`src/rtl/tally_pkg.sv`:
```
// Shared definitions for the shared counter peripheral.
// Assumes the operation is selected by the 32-bit word index of the byte address.
package tally_pkg;

    typedef enum logic [1:0] {
        OP_INC  = 2'd0,
        OP_DEC  = 2'd1,
        OP_ADD  = 2'd2,
        OP_LOAD = 2'd3
    } tally_op_e;

    localparam int WORD_LSB = 2;

endpackage

```
`src/rtl/tally_rr_arb.sv`:
```
// Two-way round-robin arbiter.
// Grants at most one requester per cycle. On contention the port named by the
// priority pointer wins. After any grant the pointer moves to the other port.
// Assumes requests stay asserted until granted.
module tally_rr_arb #(
    parameter int NPORT = 2
) (
    input  logic             clk,
    input  logic             rst_n,
    input  logic [NPORT-1:0] req_i,
    output logic [NPORT-1:0] gnt_o
);

    localparam logic [NPORT-1:0] ALL_REQ = '1;

    logic prio_q;   // 0: port 0 preferred, 1: port 1 preferred

    // Grant decode: a lone requester wins, a tie goes to the priority holder.
    always_comb begin
        if (req_i == ALL_REQ) begin
            gnt_o = prio_q ? 2'b10 : 2'b01;
        end else begin
            gnt_o = req_i;
        end
    end

    // Priority pointer: hand priority to the port that was not just served.
    always_ff @(posedge clk) begin
        if (!rst_n) begin
            prio_q <= 1'b0;
        end else if (|gnt_o) begin
            prio_q <= gnt_o[0];
        end
    end

    p_one_grant_r7: assert property (@(posedge clk) disable iff (!rst_n)
        $onehot0(gnt_o));

    p_grant_needs_req_r7: assert property (@(posedge clk) disable iff (!rst_n)
        (gnt_o & ~req_i) == '0);

    p_loser0_next_r9: assert property (@(posedge clk) disable iff (!rst_n)
        (req_i == ALL_REQ && gnt_o[1]) |=> (!req_i[0] || gnt_o[0]));

    p_loser1_next_r9: assert property (@(posedge clk) disable iff (!rst_n)
        (req_i == ALL_REQ && gnt_o[0]) |=> (!req_i[1] || gnt_o[1]));

endmodule

```
`src/rtl/tally_core.sv`:
```
// Counter register with operation decode.
// Performs one granted access per cycle: an update selected by the word
// index, or a registered read of the current count.
// Assumes wr_en and rd_en are never high together.
module tally_core
    import tally_pkg::*;
#(
    parameter int DATA_W = 32,
    parameter int ADDR_W = 4
) (
    input  logic              clk,
    input  logic              rst_n,
    input  logic              wr_en,
    input  logic              rd_en,
    input  logic [ADDR_W-1:0] addr,
    input  logic [DATA_W-1:0] wdata,
    output logic [DATA_W-1:0] rdata_o,
    output logic              rd_done_o
);

    localparam logic [DATA_W-1:0] ONE = DATA_W'(1);

    tally_op_e         op;
    logic [DATA_W-1:0] cnt_q;
    logic [DATA_W-1:0] cnt_nxt;

    assign op = tally_op_e'(addr[WORD_LSB+1:WORD_LSB]);

    // Next-value decode for the selected write operation (wraps naturally).
    always_comb begin
        unique case (op)
            OP_INC:  cnt_nxt = cnt_q + ONE;
            OP_DEC:  cnt_nxt = cnt_q - ONE;
            OP_ADD:  cnt_nxt = cnt_q + wdata;
            default: cnt_nxt = wdata;
        endcase
    end

    // Counter register: single-edge read-modify-write on an accepted write.
    always_ff @(posedge clk) begin
        if (!rst_n) begin
            cnt_q <= '0;
        end else if (wr_en) begin
            cnt_q <= cnt_nxt;
        end
    end

    // Read path: capture the count and flag completion one cycle later.
    always_ff @(posedge clk) begin
        if (!rst_n) begin
            rdata_o   <= '0;
            rd_done_o <= 1'b0;
        end else begin
            rd_done_o <= rd_en;
            if (rd_en) begin
                rdata_o <= cnt_q;
            end
        end
    end

    p_inc_r1: assert property (@(posedge clk) disable iff (!rst_n)
        (wr_en && op == OP_INC) |=> cnt_q == $past(cnt_q) + ONE);

    p_dec_r2: assert property (@(posedge clk) disable iff (!rst_n)
        (wr_en && op == OP_DEC) |=> cnt_q == $past(cnt_q) - ONE);

    p_add_r3: assert property (@(posedge clk) disable iff (!rst_n)
        (wr_en && op == OP_ADD) |=> cnt_q == $past(cnt_q) + $past(wdata));

    p_load_r4: assert property (@(posedge clk) disable iff (!rst_n)
        (wr_en && op == OP_LOAD) |=> cnt_q == $past(wdata));

    p_hold_r6: assert property (@(posedge clk) disable iff (!rst_n)
        !wr_en |=> $stable(cnt_q));

    p_read_data_r6: assert property (@(posedge clk) disable iff (!rst_n)
        rd_en |=> (rd_done_o && rdata_o == $past(cnt_q)));

endmodule

```
`src/rtl/shared_tally.sv`:
```
// Shared atomic counter peripheral with two master ports.
// Arbitrates the two ports round-robin, steers the granted access into the
// counter core and routes read-valid back to the port that asked.
// Assumes each master raises at most one of write/read and holds it while
// its wait-request is high.
module shared_tally #(
    parameter int DATA_W = 32,
    parameter int ADDR_W = 4
) (
    input  logic              clk,
    input  logic              rst_n,
    input  logic              p0_write,
    input  logic              p0_read,
    input  logic [ADDR_W-1:0] p0_addr,
    input  logic [DATA_W-1:0] p0_wdata,
    output logic              p0_waitreq,
    output logic [DATA_W-1:0] p0_rdata,
    output logic              p0_rvalid,
    input  logic              p1_write,
    input  logic              p1_read,
    input  logic [ADDR_W-1:0] p1_addr,
    input  logic [DATA_W-1:0] p1_wdata,
    output logic              p1_waitreq,
    output logic [DATA_W-1:0] p1_rdata,
    output logic              p1_rvalid
);

    localparam int NPORT = 2;

    logic [NPORT-1:0]  req;
    logic [NPORT-1:0]  gnt;
    logic [NPORT-1:0]  rd_req;
    logic [NPORT-1:0]  wr_req;
    logic [NPORT-1:0]  rvalid_q;
    logic              core_wr;
    logic              core_rd;
    logic [ADDR_W-1:0] core_addr;
    logic [DATA_W-1:0] core_wdata;
    logic [DATA_W-1:0] core_rdata;
    logic              core_rd_done;

    assign wr_req = {p1_write, p0_write};
    assign rd_req = {p1_read, p0_read};
    assign req    = wr_req | rd_req;

    tally_rr_arb #(.NPORT(NPORT)) i_arb (
        .clk   (clk),
        .rst_n (rst_n),
        .req_i (req),
        .gnt_o (gnt)
    );

    // Hold off every requester that was not granted this cycle.
    assign p0_waitreq = req[0] & ~gnt[0];
    assign p1_waitreq = req[1] & ~gnt[1];

    // Steer the granted port's access into the core.
    always_comb begin
        core_wr    = |(gnt & wr_req);
        core_rd    = |(gnt & rd_req);
        core_addr  = gnt[1] ? p1_addr  : p0_addr;
        core_wdata = gnt[1] ? p1_wdata : p0_wdata;
    end

    tally_core #(.DATA_W(DATA_W), .ADDR_W(ADDR_W)) i_core (
        .clk       (clk),
        .rst_n     (rst_n),
        .wr_en     (core_wr),
        .rd_en     (core_rd),
        .addr      (core_addr),
        .wdata     (core_wdata),
        .rdata_o   (core_rdata),
        .rd_done_o (core_rd_done)
    );

    // Remember which port's read was accepted, to return its valid pulse.
    always_ff @(posedge clk) begin
        if (!rst_n) begin
            rvalid_q <= '0;
        end else begin
            rvalid_q <= gnt & rd_req;
        end
    end

    assign p0_rvalid = rvalid_q[0];
    assign p1_rvalid = rvalid_q[1];
    assign p0_rdata  = core_rdata;
    assign p1_rdata  = core_rdata;

    p_rvalid_match_r6: assert property (@(posedge clk) disable iff (!rst_n)
        (|rvalid_q) == core_rd_done);

    p_served_dropped_r7: assert property (@(posedge clk) disable iff (!rst_n)
        !(p0_waitreq && p1_waitreq));

endmodule

```
`config.mk`:
```
export PLATFORM = sky130hd
export DESIGN_NAME = shared_tally
export DESIGN_NICKNAME = d
export VERILOG_FILES = /design/src/rtl/tally_pkg.sv /design/src/rtl/tally_rr_arb.sv /design/src/rtl/tally_core.sv /design/src/rtl/shared_tally.sv
export SDC_FILE = /design/constraint.sdc
export NUM_CORES = 1
export LEC_CHECK = 0
export ABC_CLOCK_PERIOD_IN_PS = 5100
export BUFFER_PORTS_ARGS = -buffer_cell sky130_fd_sc_hd__buf_2
export CORE_MARGIN = 2
export CORE_UTILIZATION = 40
export DETAILED_ROUTE_END_ITERATION = 8
export PLACE_DENSITY = 0.66
export SYNTH_ARGS = -nofsm -noshare
export SYNTH_HDL_FRONTEND = slang
export SYNTH_SLANG_ARGS = --single-unit
```
`constraint.sdc`:
```
create_clock -name clk -period 5.1 [get_ports clk]
set_input_delay 0.765 -clock clk [delete_from_list [all_inputs] [get_ports clk]]
set_output_delay 0.765 -clock clk [all_outputs]
set_load 0.05 [all_outputs]
```
==> reports/summary.md <==
• global-route wire length before repair: 23000 µm
• post-placement cell area: 0.00626 mm²
• via count normalized by instance count: 5.37
• core outline area: 0.0138 mm²
• slew at the pin closest to its max-slew limit: 1090 ps
• number of vias in the routed layout: 5237
• run status: completed
• maximum clock path buffer count: 2
• vias in the first global route: 4577
• share of the clock period used by the worst path after layout: 88.4%
• fmax: 222 MHz
• Maximum Capacitance Violations: 0
• master cell of the clock root buffer: clkbuf_16
• final worst clock skew: 8.70 ps
• Yosys warning total: 0
• TritonCTS clock tree: done
• layout cells sized above 1: 27.6%
• met2 Track Usage GR: 30.2%
• routability cong.: 0.866
• residual overflow from global routing: 0
• layer with the highest usage after global routing: met2
• horizontal die dimension: 123 µm
• Crit Path Class: primary input to register
• synth unique cells: 66
• global-route track usage on met1: 26.7%
• fraction of synthesis flops using an asynchronous set or reset pin: 0%
• netlist area before placement: 0.00562 mm²
• clock transition at the register clock pins on the worst setup and hold paths after CTS: 50 ps
• Min Hold Slack: 499 ps
• required time reported for the critical path endpoint: 5330 ps
• final routed DRC violation total: 0
• RSZ-0062 raised after global routing: no
• capturing element type of the critical path: register
• relative slew slack: 27.0%
• post-route setup TNS: 0 ps
• Mapped Nets: 812
• worst min-delay path category: register to register
• initial standard-cell utilization of the core: 40.6%
• CP Data Arrival Time: 4740 ps
• pin count of the biggest net entering global routing: 74
• slowest CP cell: fa_1
• number of I/O pins: 146
• number of antenna diodes: 0
• wirelength, routed: 14300 µm
• flip-flop and latch count after synthesis: 67
• number of enable flip-flop cells after synthesis: 0
• DR iter-0 viols: 286
• Critical Path Source Type: primary input
• worst-path cell chain: buf_2 > o21ba_2 > nor2_4 > mux2i_1 > inv_1 > ha_1 > a211o_1 > ha_1 > fa_1 > a211oi_1 > nor2_1 > o211a_1 > o31ai_1 > buf_4 > nor2_1 > o21ai_0 > o21ai_0 > and4b_1
• total buffers and inverters traversed by the critical path: 3
• detailed-placement wirelength estimate: 10200 µm
• IR Drop Worst-Case VDD: 0.171 mV
• number of H-tree levels: 3
• crit-path leading delay family: compound AO/OA/AOI/OAI gates
• detailed-route wire length per cell: 14.6 µm
• count of endpoints failing hold in the final timing report: 0
• CTS Buf Count: 9
• total global routing track utilization: 19.4%
• worst slack at placement: 285 ps
• post-route antenna net violation count: 0
• number of cells produced by synthesis: 699
• post-synthesis average cell area: 8.04 µm²
• growth of design area from synthesis to finish: 16.6%
• total count of max-transition violations in the final report: 0
• power density normalized to cell area: 341 mW/mm²
• clock latency on the worst-skew pair: 350 ps
• prevailing post-synth register cell: dfxtp_1
• sequential share of the synthesized area: 23.9%
• met3 track demand over resource in global routing: 3.72%
• Filler Cells Inserted: 1366
• number of instances resized during post-cts repair: 0
• maximum single-stage delay on the critical path: 420 ps
• hold_buf cts: 0
• count of input and output buffers: 141
• smallest setup slack after layout: 593 ps
• height of the die: 123 µm
• final setup vio count: 0
• detailed-router iteration count before antenna repair: 5
• Max Fanout on Critical Path: 10
• site row count: 43
• area of all placed cells without fillers: 0.00655 mm²
• initial antenna violation count: 0
• minimum clock period: 4510 ps
• clock sink total: 67
• number of buffers inserted by post-CTS setup repair: 0
• Final #Nets: 904
• Die Outline Area: 0.0150 mm²
• Static Leakage: 3.26 nW
## through the flow
step | std cells | power, mW | util [%]
detailed placement | 960 | 1.62 | 45.3
finish | 976 | 2.23 | 47.4
global route | 976 | 2.38 | 47.4
floorplan | 699 | 1.43 | -
CTS | 976 | 2.25 | 47.4
global placement | 960 | 1.61 | 45.3
## worst min-delay path, cell delays in order, from the launching register on
cell and delay [ps]:
dfxtp_1 330, nand2_1 60, a21boi_0 60
## where the power goes
part	internal (mW)	switching [mW]	total (mW)
Clock	0.392	0.230	0.621
Sequential	0.587	0.0538	0.641
Combinational	0.368	0.603	0.971
Total	1.35	0.886	2.23
## registers in the layout (all words and copies together) (netlist names)
register and flops:
i_arb.prio_q 1, i_core.cnt_q 32, i_core.rdata_o 32, rvalid_q 2
## synthesized netlist by cell type (10+ instances only)
cell type	n	share of area, %
o211a_1	13	2.3
nand2_1	48	3.2
a21o_1	16	2.1
clkbuf_1	32	2.1
o21ai_0	33	2.9
inv_1	10	0.67
ha_1	34	7.6
mux2_2	31	6.2
nor2b_1	36	4.0
nand3_1	14	1.2
o211ai_1	13	1.7
dfxtp_1	67	24
nor2_1	65	4.3
a21oi_1	77	6.9
nor3_1	12	1.1
mux2i_1	36	6.4
buf_4	32	4.3
xnor2_1	12	1.9
## area by class of cell
class | instances | area [µm²] | area share [%]
clock buffers | 14 | 254 | 3.88
clock inverters | 2 | 35.0 | 0.535
inverters | 11 | 41.3 | 0.630
multi-input cells | 546 | 3840 | 58.6
flip-flops and latches | 67 | 1340 | 20.5
well taps | 180 | 225 | 3.44
repair buffers | 156 | 818 | 12.5
## layer usage
layer / up-vias / wire, µm / part of all wire [%]
met4: 0 / 239 / 1.7
li1: 2698 / - / -
met2: 150 / 6320 / 44
met3: 16 / 746 / 5.2
met5: - / 0 / 0
met1: 2373 / 6980 / 49
## path summary, 6_finish.rpt
kind                                      from                       endpoint  slack (ps)  cells after the start
setup / recovery                       p0_read  i_core.cnt_q[30]$_SDFFE_PN0P_         590                     18
hold / removal    i_core.cnt_q[0]$_SDFFE_PN0P_   i_core.cnt_q[0]$_SDFFE_PN0P_         500                      2
setup reg to reg     i_arb.prio_q$_SDFFE_PN0P_  i_core.cnt_q[30]$_SDFFE_PN0P_         830                     17
hold reg to reg   i_core.cnt_q[0]$_SDFFE_PN0P_   i_core.cnt_q[0]$_SDFFE_PN0P_         500                      2
## cells in the final DEF, fill, tap and decap left out, types with 14 or more instances in the layout
cell type / n
a21o_1: 16
a21oi_1: 77
buf_2: 141
buf_4: 15
dfxtp_1: 67
ha_1: 34
mux2_2: 31
mux2i_1: 36
nand2_1: 48
nand3_1: 14
nor2_1: 64
nor2b_1: 36
o21ai_0: 33
## cell families after synthesis
kind of cell | synth area share, %
xor gates and xnor gates | 3.12
muxes | 12.6
adders and majority gates | 7.93
DFF | 23.9
and+or+nand+nor | 18.6
buffers and inverters | 8.13
AOI/OAI and AO/OA | 25.7
(Power assumes the default switching activity.)
